--- src/rtl/xfer_rdv_pkg.sv ---
package xfer_rdv_pkg;
    // direction encoding on the is_send inputs
    typedef enum logic {
        DIR_RECV = 1'b0,
        DIR_SEND = 1'b1
    } xfer_dir_e;

    localparam int unsigned NUM_CORES = 2;
endpackage

--- src/rtl/xfer_rdv_match.sv ---
module xfer_rdv_match #(
    parameter int unsigned DEV_W      = 4,
    parameter int unsigned DEV_DIRECT = 14
) (
    input  logic [1:0]       req_i,
    input  logic [1:0]       is_send_i,
    input  logic [DEV_W-1:0] dev_i [2],
    output logic [1:0]       active_o,
    output logic             paired_o,
    output logic             rx_idx_o
);
    import xfer_rdv_pkg::*;

    always_comb begin
        for (int i = 0; i < 2; i++) begin
            active_o[i] = req_i[i] && (dev_i[i] == DEV_W'(DEV_DIRECT));
        end
        paired_o = (&active_o) && (is_send_i[0] != is_send_i[1]);
        // when core 0 sends, core 1 is the receiver
        rx_idx_o = (is_send_i[0] == DIR_SEND);
    end
endmodule

--- src/rtl/xfer_rdv_timer.sv ---
module xfer_rdv_timer #(
    parameter int unsigned STALL_LIMIT = 1024
) (
    input  logic clk,
    input  logic rst_n,
    input  logic wait_i,
    output logic stall_o,
    output logic tmo_o
);
    localparam int unsigned CNT_W = $clog2(STALL_LIMIT + 1);

    typedef struct packed {
        logic [CNT_W-1:0] cnt;
    } tmr_t;

    tmr_t tmr_d, tmr_q;
    logic expired;

    always_comb begin
        tmr_d   = tmr_q;
        expired = wait_i && (tmr_q.cnt == CNT_W'(STALL_LIMIT));
        tmo_o   = expired;
        stall_o = wait_i && !expired;
        if (stall_o) begin
            tmr_d.cnt = tmr_q.cnt + CNT_W'(1);
        end else begin
            tmr_d.cnt = '0;
        end
    end

    always_ff @(posedge clk or negedge rst_n) begin
        if (!rst_n) begin
            tmr_q <= '0;
        end else begin
            tmr_q <= tmr_d;
        end
    end
endmodule

--- src/rtl/xfer_rendezvous.sv ---
module xfer_rendezvous #(
    parameter int unsigned DATA_W      = 32,
    parameter int unsigned DEV_W       = 4,
    parameter int unsigned DEV_DIRECT  = 14,
    parameter int unsigned STALL_LIMIT = 1024
) (
    input  logic              clk,
    input  logic              rst_n,
    input  logic              c0_req_i,
    input  logic              c0_is_send_i,
    input  logic [DEV_W-1:0]  c0_dev_i,
    input  logic [DATA_W-1:0] c0_wdata_i,
    output logic [DATA_W-1:0] c0_rdata_o,
    output logic              c0_stall_o,
    output logic              c0_tmo_o,
    input  logic              c1_req_i,
    input  logic              c1_is_send_i,
    input  logic [DEV_W-1:0]  c1_dev_i,
    input  logic [DATA_W-1:0] c1_wdata_i,
    output logic [DATA_W-1:0] c1_rdata_o,
    output logic              c1_stall_o,
    output logic              c1_tmo_o
);
    import xfer_rdv_pkg::*;

    typedef struct packed {
        logic [NUM_CORES-1:0][DATA_W-1:0] rd;
    } rdv_t;

    rdv_t rdv_d, rdv_q;

    logic [1:0]        req, is_send, active, stall, tmo;
    logic [DEV_W-1:0]  dev   [2];
    logic [DATA_W-1:0] wdata [2];
    logic              paired, rx_idx;

    assign req     = {c1_req_i, c0_req_i};
    assign is_send = {c1_is_send_i, c0_is_send_i};
    assign dev[0]  = c0_dev_i;
    assign dev[1]  = c1_dev_i;
    assign wdata[0] = c0_wdata_i;
    assign wdata[1] = c1_wdata_i;

    xfer_rdv_match #(
        .DEV_W      (DEV_W),
        .DEV_DIRECT (DEV_DIRECT)
    ) u_match (
        .req_i     (req),
        .is_send_i (is_send),
        .dev_i     (dev),
        .active_o  (active),
        .paired_o  (paired),
        .rx_idx_o  (rx_idx)
    );

    for (genvar g = 0; g < NUM_CORES; g++) begin : g_core
        xfer_rdv_timer #(
            .STALL_LIMIT (STALL_LIMIT)
        ) u_timer (
            .clk     (clk),
            .rst_n   (rst_n),
            .wait_i  (active[g] && !paired),
            .stall_o (stall[g]),
            .tmo_o   (tmo[g])
        );
    end

    always_comb begin
        rdv_d = rdv_q;
        if (paired) begin
            rdv_d.rd[rx_idx] = wdata[~rx_idx];
        end
    end

    always_ff @(posedge clk or negedge rst_n) begin
        if (!rst_n) begin
            rdv_q <= '0;
        end else begin
            rdv_q <= rdv_d;
        end
    end

    // the receiver sees the word already in the release cycle
    assign c0_rdata_o = rdv_d.rd[0];
    assign c1_rdata_o = rdv_d.rd[1];
    assign c0_stall_o = stall[0];
    assign c1_stall_o = stall[1];
    assign c0_tmo_o   = tmo[0];
    assign c1_tmo_o   = tmo[1];
endmodule

--- config.mk ---
export PLATFORM = sky130hd
export DESIGN_NAME = xfer_rendezvous
export DESIGN_NICKNAME = d
export VERILOG_FILES = /design/src/rtl/xfer_rdv_pkg.sv /design/src/rtl/xfer_rdv_match.sv /design/src/rtl/xfer_rdv_timer.sv /design/src/rtl/xfer_rendezvous.sv
export SDC_FILE = /design/constraint.sdc
export NUM_CORES = 1
export LEC_CHECK = 0
export ABC_AREA = 1
export BUFFER_PORTS_ARGS = -buffer_cell sky130_fd_sc_hd__clkbuf_2
export CORE_ASPECT_RATIO = 0.7
export CORE_MARGIN = 2
export CORE_UTILIZATION = 24
export CTS_BUF_LIST = sky130_fd_sc_hd__clkbuf_4
export DETAILED_ROUTE_END_ITERATION = 6
export PLACE_DENSITY = 0.5
export SKIP_CTS_REPAIR_TIMING = 1
export SLEW_MARGIN = 10
export SYNTH_ARGS = -nofsm -noshare
export SYNTH_HDL_FRONTEND = slang
export SYNTH_SLANG_ARGS = --single-unit
--- constraint.sdc ---
create_clock -name clk -period 1.6 [get_ports clk]
set_clock_uncertainty 0.15 [all_clocks]
set_input_delay 0.16 -clock clk [delete_from_list [all_inputs] [get_ports clk]]
set_output_delay 0.16 -clock clk [all_outputs]
set_load 0.02 [all_outputs]
# Word level (Yosys, flattened, before mapping)
# Cells that the tools add are included.
# Widths: inputs -> output; s select.
# totals
register_bits	86
in_bits	78
output_inout_bits	68
word_cells	39
# op_classes
add_sub_neg	2
magnitude_cmp	3
eq_ne	5
muxes	9
bitwise_logic	2
n_reduce_logical	14
# ops
op	count
$mux 32	4
$bwmux 64	1
$mux 64	1
$demux 32 s1	1
$add 11x1->11 const B	2
$eq 11x11->1 const B	2
$mux 11	2
$logic_and 1x1->1	10
$eq 4x4->1 const B	2
$logic_not 1->1	3
$ge 2x2->1 const B	1
$lt 1x2->1 const B	1
$not 1->2	1
$reduce_and 2->1	1
$ge 1x1->1 const B	1
$ne 1x1->1	1
$not 1->1	1

# Longest topological paths before layout
# depth
depth_word	10
mapped_depth	8
depth_no_buf	7

# Hierarchy
# A second synthesis with hierarchy kept.
# hier_totals
cells_unflattened	477
hier_area_um2	3921.3
# by_module_without_submodules
module	instances	cells_each	area_each_um2	seq_area_each_um2
xfer_rendezvous	1	283	2529.9	1601.5
xfer_rdv_timer (g_core[0].u_timer)	1	88	669.4	275.3
xfer_rdv_timer (g_core[1].u_timer)	1	88	641.9	275.3
xfer_rdv_match	1	18	80.1	0.0

# Worst setup path after synthesis
# OpenSTA, ideal clock, no wires.
# synth_timing
kind	reg2out
from	register g_core[1].u_timer.tmr_q[0] (netlist name)
to	output port c1_tmo_o
t_arrival_ns	1.224
required_time_ns	1.290
slack_ns	0.066
stages_incl_launch_ff	6
path_buffers	0
cell_sequence	dfrtp_1 > inv_1 > ha_1 > nand4_1 > or2_2 > nor2_1
# synth_via
elab_chain_cells	2
# synth_rtl
element	line	source
from (decl)	xfer_rdv_timer.sv:16	tmr_t tmr_d, tmr_q;
from (signal assigned)	xfer_rdv_timer.sv:35	tmr_q <= tmr_d;
$eq 11x11->1	xfer_rdv_timer.sv:21	expired = wait_i && (tmr_q.cnt == CNT_W'(STALL_LIMIT));
$logic_and 1x1->1	xfer_rdv_timer.sv:21	
to (decl)	xfer_rendezvous.sv:22	output logic c1_tmo_o
# No other way between the ends.

# Final worst setup path
# layout_timing
from	register g_core[0].u_timer.tmr_q[5] (netlist name)
to	output port c0_stall_o
# layout_via
elab_chain_cells	4
# layout_rtl
element	line	source
from (decl)	xfer_rdv_timer.sv:16	
from (signal assigned)	xfer_rdv_timer.sv:35	
$eq 11x11->1	xfer_rdv_timer.sv:21	
$logic_and 1x1->1	xfer_rdv_timer.sv:21	
$logic_not 1->1	xfer_rdv_timer.sv:23	stall_o = wait_i && !expired;
$logic_and 1x1->1	xfer_rdv_timer.sv:23	
to (decl)	xfer_rendezvous.sv:14	output logic c0_stall_o,
# No other way between the ends.

==> impl_metrics.sql <==
INSERT INTO impl_metrics (metric_group, metric, value, unit) VALUES
('detailed_routing', 'route.antenna.remaining_nets', '0', ''),
('layout', 'instances_no_fill', '933', ''),
('global_routing', 'grt_remaining_overflow', '0', ''),
('yosys', 'synthMostInstantiatedCell', 'nand2_1', ''),
('yosys', 'net_count_after_synthesis', '539', ''),
('yosys', 'synth_area_leader_cell', 'dfrtp_1', ''),
('setup_path', 'cp_data_arrival_time', '1.62', 'ns'),
('floorplan', 'rows', '40', ''),
('timing', 'max-slew-margin-rel', '68.0', '%'),
('timing', 'period_utilisation_layout', '121', '%'),
('yosys', 'synthTopCellsByArea', 'dfrtp_1, o21ai_2, nand2_1', ''),
('yosys', 'synth.cells.most_frequent', 'nand2_1, inv_1, dfrtp_1', ''),
('layout', 'area_growth_syn_to_layout', '75.2', '%'),
('pwr', 'cellLeakagePower', '3.63', 'nW'),
('clocking', 'cts_sinks', '86', ''),
('timing', 'setup_viol', '5', ''),
('layout', 'diodes', '0', ''),
('run', 'max_cap_viols', '0', ''),
('detailed_routing', 'post_drt_wl_per_cell', '14.0', 'microns'),
('clocking', 'clock_tree_from_tritoncts', 'yes', ''),
('yosys', 'dominantRegCellSynth', 'dfrtp_1', ''),
('detailed_routing', 'total_via_count_in_the_routed_design', '3853', ''),
('global_routing', 'groute.usage.overall', '10.1', '%'),
('placed_design', 'detailedPlacementHpwl', '6560', 'microns'),
('detailed_routing', 'drt_first_iter_violations', '150', ''),
('setup_path', 'critical_path_class', 'register to output pin', ''),
('floorplan', 'die-area', '18400', 'sq um'),
('pwr', 'share_seq_of_total_power', '56.1', '%'),
('yosys', 'synth_largest_type_area_fraction', '51.7', '%'),
('yosys', 'synth_seq_area_share', '51.7', '%'),
('placed_design', 'placed_cells_incl_taps', '836', ''),
('global_routing', 'grt_antenna_before_repair', '0', ''),
('run_status', 'failing_checks', 'negative setup slack', ''),
('setup_path', 'cp-end-kind', 'output pin', ''),
('global_routing', 'grt_start_max_net_pins', '87', ''),
('yosys', 'synth-edff-count', '0', ''),
('clocking', 'clk_latency', '0.43', 'ns'),
('yosys', 'proportion_of_register_bits_with_asynchronous_set_or_reset_after_synthesis', '100', '%'),
('timing', 'max_freq', '517', 'MHz'),
('yosys', 'synthesis.area', '4160', 'sq um'),
('placed_design', 'place_worst_setup_slack', '0.0137', 'ns'),
('timing', 'hold-worst-slack', '0.137', 'ns'),
('global_routing', 'number_of_global_route_vias_before_repair', '3274', ''),
('setup_path', 'startpoint_type', 'register', ''),
('floorplan', 'dieHeight', '114', 'microns'),
('run_status', 'run_status', 'finished, violations left', ''),
('pwr', 'power.share.combinational', '12.3', '%'),
('layout', 'n_fill_cell', '1595', ''),
('pwr', 'peakVddDrop', '0.301', 'mV'),
('clocking', 'cts.clk_slew.worst_paths', '0.14', 'ns'),
('yosys', 'post_synth_cell_types', '23', ''),
('floorplan', 'die_width', '161', 'microns'),
('pwr', 'powerDensity', '536', 'nW/um^2'),
('pwr', 'switching_share', '25.7', '%'),
('timing', 'post-route-worst-setup-slack', '-0.333', 'ns'),
('detailed_routing', 'detail_route.vias_per_cell', '4.13', ''),
('clocking', 'htreeDepth', '3', ''),
('setup_path', 'critPathMaxFanout', '2', ''),
('floorplan', 'ios', '146', ''),
('placed_design', 'place.port_buffers', '145', ''),
('detailed_routing', 'route.final.wire_length', '13000', 'microns'),
('detailed_routing', 'drt_pre_antenna_iters', '4', ''),
('pwr', 'power_switching', '1.00', 'mW'),
('timing', 'setup_repair_after_global_routing_missed_its_margin', 'yes', ''),
('clocking', 'cts-root-buf', 'clkbuf_4', ''),
('floorplan', 'placeableCoreArea', '17100', 'sq um'),
('pwr', 'p_int', '2.91', 'mW'),
('yosys', 'synth.avg_cell_area', '9.11', 'sq um'),
('setup_path', 'critical_path_required', '1.29', 'ns'),
('timing', 'slew_violations', '0', ''),
('timing', 'hold_violations', '0', '');
==> worst paths after layout <==
kind / cells after the start / slack, ns / from / endpoint
setup / recovery: 6 / -0.33 / g_core[0].u_timer.tmr_q[5] / c0_stall_o
hold / removal: 3 / 0.14 / rst_n / g_core[0].u_timer.tmr_q[4]
setup reg to reg: 6 / 0.06 / g_core[0].u_timer.tmr_q[5] / g_core[0].u_timer.tmr_q[9]
hold reg to reg: 2 / 0.34 / rdv_q[5] / rdv_q[5]
max in group asynchronous: 3 / 0.78 / rst_n / g_core[1].u_timer.tmr_q[8]
min in group clk: 7 / 0.15 / c0_dev_i[0] / g_core[0].u_timer.tmr_q[6]
==> critical path, cell delays in order, from the launching register on <==
cell and delay [ns]:
dfrtp_1 0.41, or2_0 0.26, nor2_2 0.13, nand3_2 0.11
nand2_2 0.12, inv_2 0.04, buf_6 0.12
==> routing by layer <==
layer | GRT usage [%] | up-vias | wire length [microns]
met2 | 15.6 | 114 | 6540
met4 | 2.92 | 0 | 190
li1 | - | 1869 | -
met3 | 4.02 | 19 | 733
met1 | 13.0 | 1851 | 5570
met5 | 0 | - | 0
==> registers in the layout (all words and copies together) (netlist names) <==
signal,count
g_core.u_timer.tmr_q,22
rdv_q,64
==> cells by family (layout without fill, tap and decap cells) <==
| logic type | count (synthesis) | in the layout | share of synthesized area, % |
|---|---|---|---|
| AND/OR/NAND/NOR | 185 | 185 | 19.5 |
| buffers and inverters | 106 | 351 | 12.0 |
| flip-flops | 86 | 86 | 51.7 |
| AO/OA/AOI/OAI | 68 | 68 | 13.9 |
| XOR/XNOR | 8 | 8 | 1.68 |
| adder cells (fa/ha/maj) | 4 | 4 | 1.20 |
==> placed cells by master, fill, tap and decap left out, types with 2 or more instances in the layout <==
cell type and instances:
inv_1 89, xor2_1 4, nor2_4 3, nand4_1 7
buf_6 60, buf_4 23, clkinvlp_4 2, nand3_2 4
clkbuf_16 8, o21ai_0 2, nor3_1 2, nand2_1 68
xnor2_1 4, inv_2 3, nor2_1 37, nand3b_4 2
nand2_4 3, a21oi_1 2, clkbuf_2 80, nand2_2 40
clkbuf_4 10, nand3_1 10, dfrtp_1 86, o21ai_2 11
o21ai_4 53, nor2_2 5, buf_12 6, dlygate4sd3_1 65
ha_2 2, buf_16 2
==> metrics by stage <==
step / power, mW / utilization, % / cell area (sq um) / TNS (ns)
after floorplan: 2.34 / - / 4160 / 0
after global placement: 2.51 / 30.4 / 5190 / 0
after detailed placement: 2.52 / 30.4 / 5190 / 0
after CTS: 3.79 / 31.2 / 5320 / -1.74
after global routing: 4.12 / 42.8 / 7300 / -3.56
final: 3.91 / 42.8 / 7300 / -1.22
==> power by group through the flow <==
stage               logic, mW  clock network (mW)  registers [mW]
global route            0.521                1.40            2.20
global placement        0.281                   0            2.23
finish                  0.479                1.24            2.19
floorplan               0.111                   0            2.23
detailed placement      0.284                   0            2.23
CTS                     0.286                1.31            2.19
==> final cells by class <==
| class | instances | area [sq um] | area share [%] |
|---|---|---|---|
| Tap cell | 231 | 289 | 3.96 |
| Multi-Input combinational cell | 265 | 2100 | 28.7 |
| Clock inverter | 4 | 50.0 | 0.686 |
| Sequential cell | 86 | 2150 | 29.5 |
| Clock buffer | 10 | 75.1 | 1.03 |
| Timing Repair Buffer | 245 | 2290 | 31.4 |
| Inverter | 92 | 345 | 4.73 |
No activity file was read; power rests on OpenSTA's default activity.
